`src/rtl/dma_seq_pkg.sv`:
```
package dma_seq_pkg;

    typedef enum logic [1:0] {
        XFER_M2M   = 2'd0,
        XFER_M2SPI = 2'd1,
        XFER_SPI2M = 2'd2,
        XFER_M2FB  = 2'd3
    } xfer_mode_e;

    typedef enum logic [3:0] {
        ST_IDLE,
        ST_RD_REQ,
        ST_RD_BEAT,
        ST_WR_REQ,
        ST_WR_BEAT,
        ST_TX_BYTE,
        ST_RX_WAIT,
        ST_RX_BYTE,
        ST_FB_WORD,
        ST_STEP
    } seq_state_e;

endpackage

```
`src/rtl/dma_seq_line_buf.sv`:
```
module dma_seq_line_buf #(
    parameter  int DATA_W     = 32,
    parameter  int LINE_BYTES = 32,
    localparam int BPW        = DATA_W / 8,
    localparam int LANE_W     = $clog2(BPW),
    localparam int BYTE_IDX_W = $clog2(LINE_BYTES),
    localparam int WORD_IDX_W = BYTE_IDX_W - LANE_W
) (
    input  logic                  clk,
    input  logic                  word_we,
    input  logic [WORD_IDX_W-1:0] word_idx,
    input  logic [DATA_W-1:0]     word_wdata,
    input  logic                  byte_we,
    input  logic [BYTE_IDX_W-1:0] byte_idx,
    input  logic [7:0]            byte_wdata,
    output logic [DATA_W-1:0]     word_rdata,
    output logic [7:0]            byte_rdata
);

    logic [7:0] bytes_q [LINE_BYTES];
    logic [7:0] bytes_d [LINE_BYTES];

    always_comb begin
        bytes_d = bytes_q;
        if (word_we) begin
            for (int j = 0; j < BPW; j++) begin
                bytes_d[{word_idx, LANE_W'(j)}] = word_wdata[8*j +: 8];
            end
        end
        if (byte_we) begin
            bytes_d[byte_idx] = byte_wdata;
        end
    end

    always_ff @(posedge clk) begin
        bytes_q <= bytes_d;
    end

    // Little-endian lanes: byte lane j of a word is chunk byte {word, j}
    for (genvar j = 0; j < BPW; j++) begin : g_lane
        assign word_rdata[8*j +: 8] = bytes_q[{word_idx, LANE_W'(j)}];
    end

    assign byte_rdata = bytes_q[byte_idx];

endmodule

```
`src/rtl/dma_seq_stepper.sv`:
```
module dma_seq_stepper #(
    parameter int ADDR_W     = 32,
    parameter int CNT_W      = 32,
    parameter int LINE_BYTES = 32
) (
    input  logic              clk,
    input  logic              rst_n,
    input  logic              load,
    input  logic [ADDR_W-1:0] src_in,
    input  logic [ADDR_W-1:0] dst_in,
    input  logic [CNT_W-1:0]  cnt_in,
    input  logic              adv_src_in,
    input  logic              adv_dst_in,
    input  logic              step,
    output logic [ADDR_W-1:0] src,
    output logic [ADDR_W-1:0] dst,
    output logic              last
);

    localparam logic [ADDR_W-1:0] ADDR_INC = ADDR_W'(LINE_BYTES);
    localparam logic [CNT_W-1:0]  CNT_DEC  = CNT_W'(LINE_BYTES);

    typedef struct packed {
        logic [ADDR_W-1:0] src;
        logic [ADDR_W-1:0] dst;
        logic [CNT_W-1:0]  rem;
        logic              adv_src;
        logic              adv_dst;
    } step_t;

    step_t s_d, s_q;

    always_comb begin
        s_d = s_q;
        if (load) begin
            s_d.src     = src_in;
            s_d.dst     = dst_in;
            s_d.rem     = cnt_in;
            s_d.adv_src = adv_src_in;
            s_d.adv_dst = adv_dst_in;
        end else if (step) begin
            if (s_q.adv_src) s_d.src = s_q.src + ADDR_INC;
            if (s_q.adv_dst) s_d.dst = s_q.dst + ADDR_INC;
            s_d.rem = (s_q.rem > CNT_DEC) ? s_q.rem - CNT_DEC : '0;
        end
    end

    always_ff @(posedge clk) begin
        if (!rst_n) s_q <= '0;
        else        s_q <= s_d;
    end

    assign src  = s_q.src;
    assign dst  = s_q.dst;
    assign last = (s_q.rem <= CNT_DEC);

endmodule

```
`src/rtl/dma_chunk_seq.sv`:
```
module dma_chunk_seq
    import dma_seq_pkg::*;
#(
    parameter int ADDR_W     = 32,
    parameter int DATA_W     = 32,
    parameter int CNT_W      = 32,
    parameter int LINE_BYTES = 32,
    parameter int LVL_W      = 8,
    parameter int ID_W       = 3
) (
    input  logic              clk,
    input  logic              rst_n,
    input  logic              job_start,
    input  logic [1:0]        job_mode,
    input  logic [ADDR_W-1:0] job_src,
    input  logic [ADDR_W-1:0] job_dst,
    input  logic [CNT_W-1:0]  job_count,
    input  logic [ID_W-1:0]   job_spi_id,
    output logic              job_busy,
    output logic              job_done,
    output logic              port_sel,
    output logic              mem_req,
    output logic              mem_we,
    output logic [ADDR_W-1:0] mem_addr,
    input  logic              mem_ack,
    input  logic              mem_rvalid,
    input  logic [DATA_W-1:0] mem_rdata,
    output logic              mem_wvalid,
    output logic [DATA_W-1:0] mem_wdata,
    output logic [ID_W-1:0]   spi_id,
    output logic              spi_tx_push,
    output logic [7:0]        spi_tx_data,
    input  logic              spi_tx_full,
    output logic              spi_rx_pop,
    input  logic [7:0]        spi_rx_data,
    input  logic [LVL_W-1:0]  spi_rx_level,
    output logic              fb_push,
    output logic [ADDR_W-1:0] fb_addr,
    output logic [DATA_W-1:0] fb_data,
    input  logic              fb_full
);

    localparam int BPW        = DATA_W / 8;
    localparam int BEATS      = LINE_BYTES / BPW;
    localparam int LANE_W     = $clog2(BPW);
    localparam int BYTE_IDX_W = $clog2(LINE_BYTES);
    localparam int WORD_IDX_W = BYTE_IDX_W - LANE_W;
    localparam logic [BYTE_IDX_W-1:0] LAST_WORD = BYTE_IDX_W'(BEATS - 1);
    localparam logic [BYTE_IDX_W-1:0] LAST_BYTE = BYTE_IDX_W'(LINE_BYTES - 1);
    localparam logic [LVL_W-1:0]      RX_NEED   = LVL_W'(LINE_BYTES);

    typedef struct packed {
        seq_state_e             state;
        xfer_mode_e             mode;
        logic [ID_W-1:0]        id;
        logic [BYTE_IDX_W-1:0]  idx;
        logic                   done;
    } seq_reg_t;

    seq_reg_t r_d, r_q;

    logic                  ld, stp, last_chunk;
    logic                  buf_word_we, buf_byte_we;
    logic [ADDR_W-1:0]     cur_src, cur_dst;
    logic [DATA_W-1:0]     buf_word;
    logic [7:0]            buf_byte;
    logic [WORD_IDX_W-1:0] word_idx;
    logic                  idx_last_word, idx_last_byte;
    xfer_mode_e            req_mode;

    assign req_mode      = xfer_mode_e'(job_mode);
    assign word_idx      = r_q.idx[WORD_IDX_W-1:0];
    assign idx_last_word = (r_q.idx == LAST_WORD);
    assign idx_last_byte = (r_q.idx == LAST_BYTE);

    dma_seq_stepper #(
        .ADDR_W     (ADDR_W),
        .CNT_W      (CNT_W),
        .LINE_BYTES (LINE_BYTES)
    ) stepper_i (
        .clk        (clk),
        .rst_n      (rst_n),
        .load       (ld),
        .src_in     (job_src),
        .dst_in     (job_dst),
        .cnt_in     (job_count),
        .adv_src_in (req_mode != XFER_SPI2M),
        .adv_dst_in (req_mode != XFER_M2SPI),
        .step       (stp),
        .src        (cur_src),
        .dst        (cur_dst),
        .last       (last_chunk)
    );

    dma_seq_line_buf #(
        .DATA_W     (DATA_W),
        .LINE_BYTES (LINE_BYTES)
    ) line_buf_i (
        .clk        (clk),
        .word_we    (buf_word_we),
        .word_idx   (word_idx),
        .word_wdata (mem_rdata),
        .byte_we    (buf_byte_we),
        .byte_idx   (r_q.idx),
        .byte_wdata (spi_rx_data),
        .word_rdata (buf_word),
        .byte_rdata (buf_byte)
    );

    always_comb begin
        r_d         = r_q;
        r_d.done    = 1'b0;
        ld          = 1'b0;
        stp         = 1'b0;
        buf_word_we = 1'b0;
        buf_byte_we = 1'b0;
        unique case (r_q.state)
            ST_IDLE: begin
                if (job_start) begin
                    ld        = 1'b1;
                    r_d.mode  = req_mode;
                    r_d.id    = job_spi_id;
                    r_d.idx   = '0;
                    r_d.state = (req_mode == XFER_SPI2M) ? ST_RX_WAIT : ST_RD_REQ;
                end
            end
            ST_RD_REQ: begin
                if (mem_ack) begin
                    r_d.state = ST_RD_BEAT;
                    r_d.idx   = '0;
                end
            end
            ST_RD_BEAT: begin
                if (mem_rvalid) begin
                    buf_word_we = 1'b1;
                    if (idx_last_word) begin
                        r_d.idx = '0;
                        unique case (r_q.mode)
                            XFER_M2SPI: r_d.state = ST_TX_BYTE;
                            XFER_M2FB:  r_d.state = ST_FB_WORD;
                            default:    r_d.state = ST_WR_REQ;
                        endcase
                    end else begin
                        r_d.idx = r_q.idx + 1'b1;
                    end
                end
            end
            ST_WR_REQ: begin
                if (mem_ack) begin
                    r_d.state = ST_WR_BEAT;
                    r_d.idx   = '0;
                end
            end
            ST_WR_BEAT: begin
                if (idx_last_word) begin
                    r_d.state = ST_STEP;
                    r_d.idx   = '0;
                end else begin
                    r_d.idx = r_q.idx + 1'b1;
                end
            end
            ST_TX_BYTE: begin
                if (!spi_tx_full) begin
                    if (idx_last_byte) begin
                        r_d.state = ST_STEP;
                        r_d.idx   = '0;
                    end else begin
                        r_d.idx = r_q.idx + 1'b1;
                    end
                end
            end
            ST_RX_WAIT: begin
                if (spi_rx_level >= RX_NEED) begin
                    r_d.state = ST_RX_BYTE;
                    r_d.idx   = '0;
                end
            end
            ST_RX_BYTE: begin
                buf_byte_we = 1'b1;
                if (idx_last_byte) begin
                    r_d.state = ST_WR_REQ;
                    r_d.idx   = '0;
                end else begin
                    r_d.idx = r_q.idx + 1'b1;
                end
            end
            ST_FB_WORD: begin
                if (!fb_full) begin
                    if (idx_last_word) begin
                        r_d.state = ST_STEP;
                        r_d.idx   = '0;
                    end else begin
                        r_d.idx = r_q.idx + 1'b1;
                    end
                end
            end
            ST_STEP: begin
                stp     = 1'b1;
                r_d.idx = '0;
                if (last_chunk) begin
                    r_d.state = ST_IDLE;
                    r_d.done  = 1'b1;
                end else begin
                    r_d.state = (r_q.mode == XFER_SPI2M) ? ST_RX_WAIT : ST_RD_REQ;
                end
            end
            default: r_d.state = ST_IDLE;
        endcase
    end

    always_ff @(posedge clk) begin
        if (!rst_n) begin
            r_q.state <= ST_IDLE;
            r_q.mode  <= XFER_M2M;
            r_q.id    <= '0;
            r_q.idx   <= '0;
            r_q.done  <= 1'b0;
        end else begin
            r_q <= r_d;
        end
    end

    assign job_busy    = (r_q.state != ST_IDLE);
    assign job_done    = r_q.done;
    assign port_sel    = (r_q.state == ST_TX_BYTE) || (r_q.state == ST_RX_WAIT) ||
                         (r_q.state == ST_RX_BYTE) || (r_q.state == ST_FB_WORD);
    assign mem_req     = (r_q.state == ST_RD_REQ) || (r_q.state == ST_WR_REQ);
    assign mem_we      = (r_q.state == ST_WR_REQ);
    assign mem_addr    = (r_q.state == ST_WR_REQ) ? cur_dst : cur_src;
    assign mem_wvalid  = (r_q.state == ST_WR_BEAT);
    assign mem_wdata   = buf_word;
    assign spi_id      = r_q.id;
    assign spi_tx_push = (r_q.state == ST_TX_BYTE) && !spi_tx_full;
    assign spi_tx_data = buf_byte;
    assign spi_rx_pop  = (r_q.state == ST_RX_BYTE);
    assign fb_push     = (r_q.state == ST_FB_WORD) && !fb_full;
    assign fb_addr     = cur_dst + ADDR_W'({word_idx, {LANE_W{1'b0}}});
    assign fb_data     = buf_word;

endmodule

```
`config.mk`:
```
export PLATFORM = sky130hd
export DESIGN_NAME = dma_chunk_seq
export DESIGN_NICKNAME = d
export VERILOG_FILES = /design/src/rtl/dma_seq_pkg.sv /design/src/rtl/dma_seq_line_buf.sv /design/src/rtl/dma_seq_stepper.sv /design/src/rtl/dma_chunk_seq.sv
export SDC_FILE = /design/constraint.sdc
export NUM_CORES = 1
export LEC_CHECK = 0
export BUFFER_PORTS_ARGS = -buffer_cell sky130_fd_sc_hd__buf_4
export CELL_PAD_IN_SITES_DETAIL_PLACEMENT = 0
export CELL_PAD_IN_SITES_GLOBAL_PLACEMENT = 1
export CORE_ASPECT_RATIO = 0.7
export CORE_MARGIN = 2
export CORE_UTILIZATION = 35
export DETAILED_ROUTE_END_ITERATION = 10
export GPL_TIMING_DRIVEN = 1
export PLACE_DENSITY_LB_ADDON = 0.1
export SETUP_SLACK_MARGIN = 0.05
export SLEW_MARGIN = 5
export SYNTH_ARGS = -nofsm -noshare
export SYNTH_HDL_FRONTEND = slang
export SYNTH_SLANG_ARGS = --single-unit
```
`constraint.sdc`:
```
create_clock -name clk -period 2.42 [get_ports clk]
set_input_delay 0.363 -clock clk [delete_from_list [all_inputs] [get_ports clk]]
set_output_delay 0.363 -clock clk [all_outputs]
set_load 0.01 [all_outputs]
```
==> out/qor.txt <==
status -> finished, violations left
failing checks -> DRC, setup timing
Peak Freq -> 331 MHz
initial antenna violation count -> 9
drt total wl -> 115000 um
Die Y -> 213 um
Initial Util -> 35.5%
dominant cell type by area after synthesis -> dfxtp_1
Mapped Cells -> 2700
synth top area cells -> dfxtp_1 (34%), mux2i_1 (12%), a21oi_1 (8.4%)
area of the multi-input gates -> 0.0143 mm^2
Die X -> 303 um
Pwr Total -> 31.0 mW
Commonest cells post-synth -> dfxtp_1 (369), a21oi_1 (366), nor2_1 (332)
worst slew pin tran -> 0.993 ns
total area of sequential cells -> 0.00742 mm^2
top cell type's share of synthesized area -> 33.8%
Root Driver -> clkbuf_16
Num CTS Buffers -> 42
maxcap violations -> 0
Setup crit start kind -> register
fin crit share -> 125%
RSZ-0062 raised after global routing -> true
crit-path max FO -> 10
Post-synth EDFFs -> 0
FILL cells -> 5867
Core Rows -> 76
Worst path max stage delay -> 0.49 ns
routed vias/inst -> 6.12
Post-Route Utilization -> 50.0%
Netlist Area Pre-Place -> 0.0219 mm^2
CP top delay family -> compound AO/OA/AOI/OAI gates
setup tns final -> -40.22 ns
Boundary Pins -> 304
CTS tree -> yes
DP Area -> 0.0267 mm^2
CP most frequent cell -> buf_4
die area -> 0.0646 mm^2
clock sinks -> 369
Clk Latency, worst-skew pair -> 0.60 ns
vias -> 24500
Slew Limit Fails -> 0
largest net degree at the start of global routing -> 86
vias in the first global route -> 22300
count of cell types in the netlist -> 83
register area share after synthesis -> 33.8%
worst hold path class -> primary input to register
final setup margin -> -0.599 ns
CP arrival -> 2.66 ns
Setup WS pre-CTS -> -0.314 ns
Bufs and invs on worst path -> 4
final hold violation count -> 0
power per cell area -> 1010 mW/mm^2
Synth-to-Final Area Change -> 41.0%
IO Port Bufs -> 298
most numerous cell in the Yosys netlist -> dfxtp_1
layout cell share with drive strength beyond 1 -> 33.8%
required time of the worst setup path -> 2.06 ns
clock slew at reported path FFs -> 0.06 ns
Synth Warn # -> 0
first-pass GRT wire length -> 162000 um
Crit. End Element -> output pin
Routed Antenna Nets -> 0
LEAKAGE -> 14.2 nW
gp weighted congestion -> 0.965
H-tree depth -> 2
Final #Nets -> 3310
slowest CP cell -> a2111o_1
setup violators final -> 132
WS Path Type -> register to output pin
crit path cell chain -> buf_12 -> buf_6 -> nor2b_2 -> buf_4 -> a2111o_1 -> a211oi_2 -> o22a_1 -> o22ai_1 -> buf_4
Inst Count DP -> 3816
Most used DFF post-synth -> dfxtp_1
Pre-antenna DRT Iters -> 11
relative slew slack -> 33.8%
Mapped Nets -> 2868
DR iter-0 viols -> 2786
Final Instance Count excl. Fillers -> 3997
Layout Skew -> 0.0162 ns
FFs w/ async S/R, synth -> 0%
grt ovf -> 0
Max clock buf depth -> 3
GRT Total Usage -> 34.6%
post-route cell area -> 0.0309 mm^2
Hold Slack -> 0.0216 ns
synthesized area per cell -> 8.11 um^2
Seq cells post-synth -> 369
final worst path period need -> 3.02 ns
WL/cell -> 28.9 um
Core Box Area -> 0.0617 mm^2
DP Wirelength -> 83700 um
Max VDD drop -> 0.504 mV
DR DRC count -> 6
cell usage in the layout, fill, tap and decap left out, types with 12 or more instances in the layout:
master       n
a221oi_1    24
buf_4      520
nand2_1    118
nand3_1     80
nor4_1      20
a22oi_1    105
nor3_1      31
mux2_2      36
o22ai_1     14
dfxtp_1    357
or3_1       13
mux2_4      34
clkbuf_16   45
o211ai_1    23
nor2_1     315
a22o_1      16
a21oi_1    363
mux2i_1    266
and3_1      18
buf_6      114
a31oi_1     21
nand2_2     15
nand4_1     50
xnor2_1     12
o21a_1      12
buf_12      52
xor2_1      15
o21ai_0     54
inv_1       21
a22oi_2     56
a221oi_2    13
flip-flops by register name (all words and copies together), names as in the netlist:
name / cells
line_buf_i.bytes_q: 256
stepper_i.s_q: 34
stepper_i.dst: 32
stepper_i.src: 32
r_q: 11
spi_id: 3
job_done: 1
final timing paths:
check | from | to | slack (ns) | cells past startpoint
min reg2reg | stepper_i.src[3] | stepper_i.src[3] | 0.45 | 2
max reg2reg | stepper_i.dst[5] | stepper_i.dst[31] | 0.04 | 8
max | r_q[3] | spi_tx_data[7] | -0.60 | 9
min | job_dst[1] | stepper_i.dst[1] | 0.02 | 3
area by class of cell:
| class | count | area share, % |
|---|---|---|
| Clock inverter | 18 | 0.811 |
| Inverter | 26 | 0.316 |
| Antenna cell | 2 | 0.0162 |
| Sequential cell | 369 | 24.0 |
| Clock buffer | 60 | 3.98 |
| Multi-Input combinational cell | 2001 | 46.4 |
| Tap cell | 819 | 3.32 |
| Timing Repair Buffer | 702 | 21.1 |
power by group:
part	leakage, nW	internal (mW)	switching [mW]	total, mW
clock	0.724	4.10	2.95	7.05
combinational	10.3	7.17	7.89	15.1
sequential	3.09	7.35	1.58	8.93
total	14.2	18.6	12.4	31.0
worst min-delay path: cells and delay by family:
family,cells,cell delay [ns]
and+or+nand+nor,1,0.05
buffers and inverters,1,0.11
AOI/OAI and AO/OA,1,0.05
cells by family after synthesis:
kind of cell               count (synthesis)  synth area share [%]
AOI/OAI and AO/OA                        824                  24.1
and+or+nand+nor                          783                  16.8
DFF                                      369                  33.8
muxes                                    342                  16.4
buffers and inverters                    331                  6.64
xor gates and xnor gates                  39                  1.56
adders and majority gates                 12                 0.720
repair_timing:
action / CTS / global route
hold buffers: 4 / 0
buffers inserted: 41 / 52
endpoints found under the setup margin: 156 / 159
hold endpoints to repair: 4 / 0
resized for setup: 257 / 152
pin swaps: 55 / 51
cloned: 7 / 4
per-layer routing:
layer	track usage [%]	share of wire (%)
met5	0	0.049
met4	8.78	2.4
met3	9.02	11
met2	46.9	40
met1	53.0	47
(Power assumes the default switching activity.)
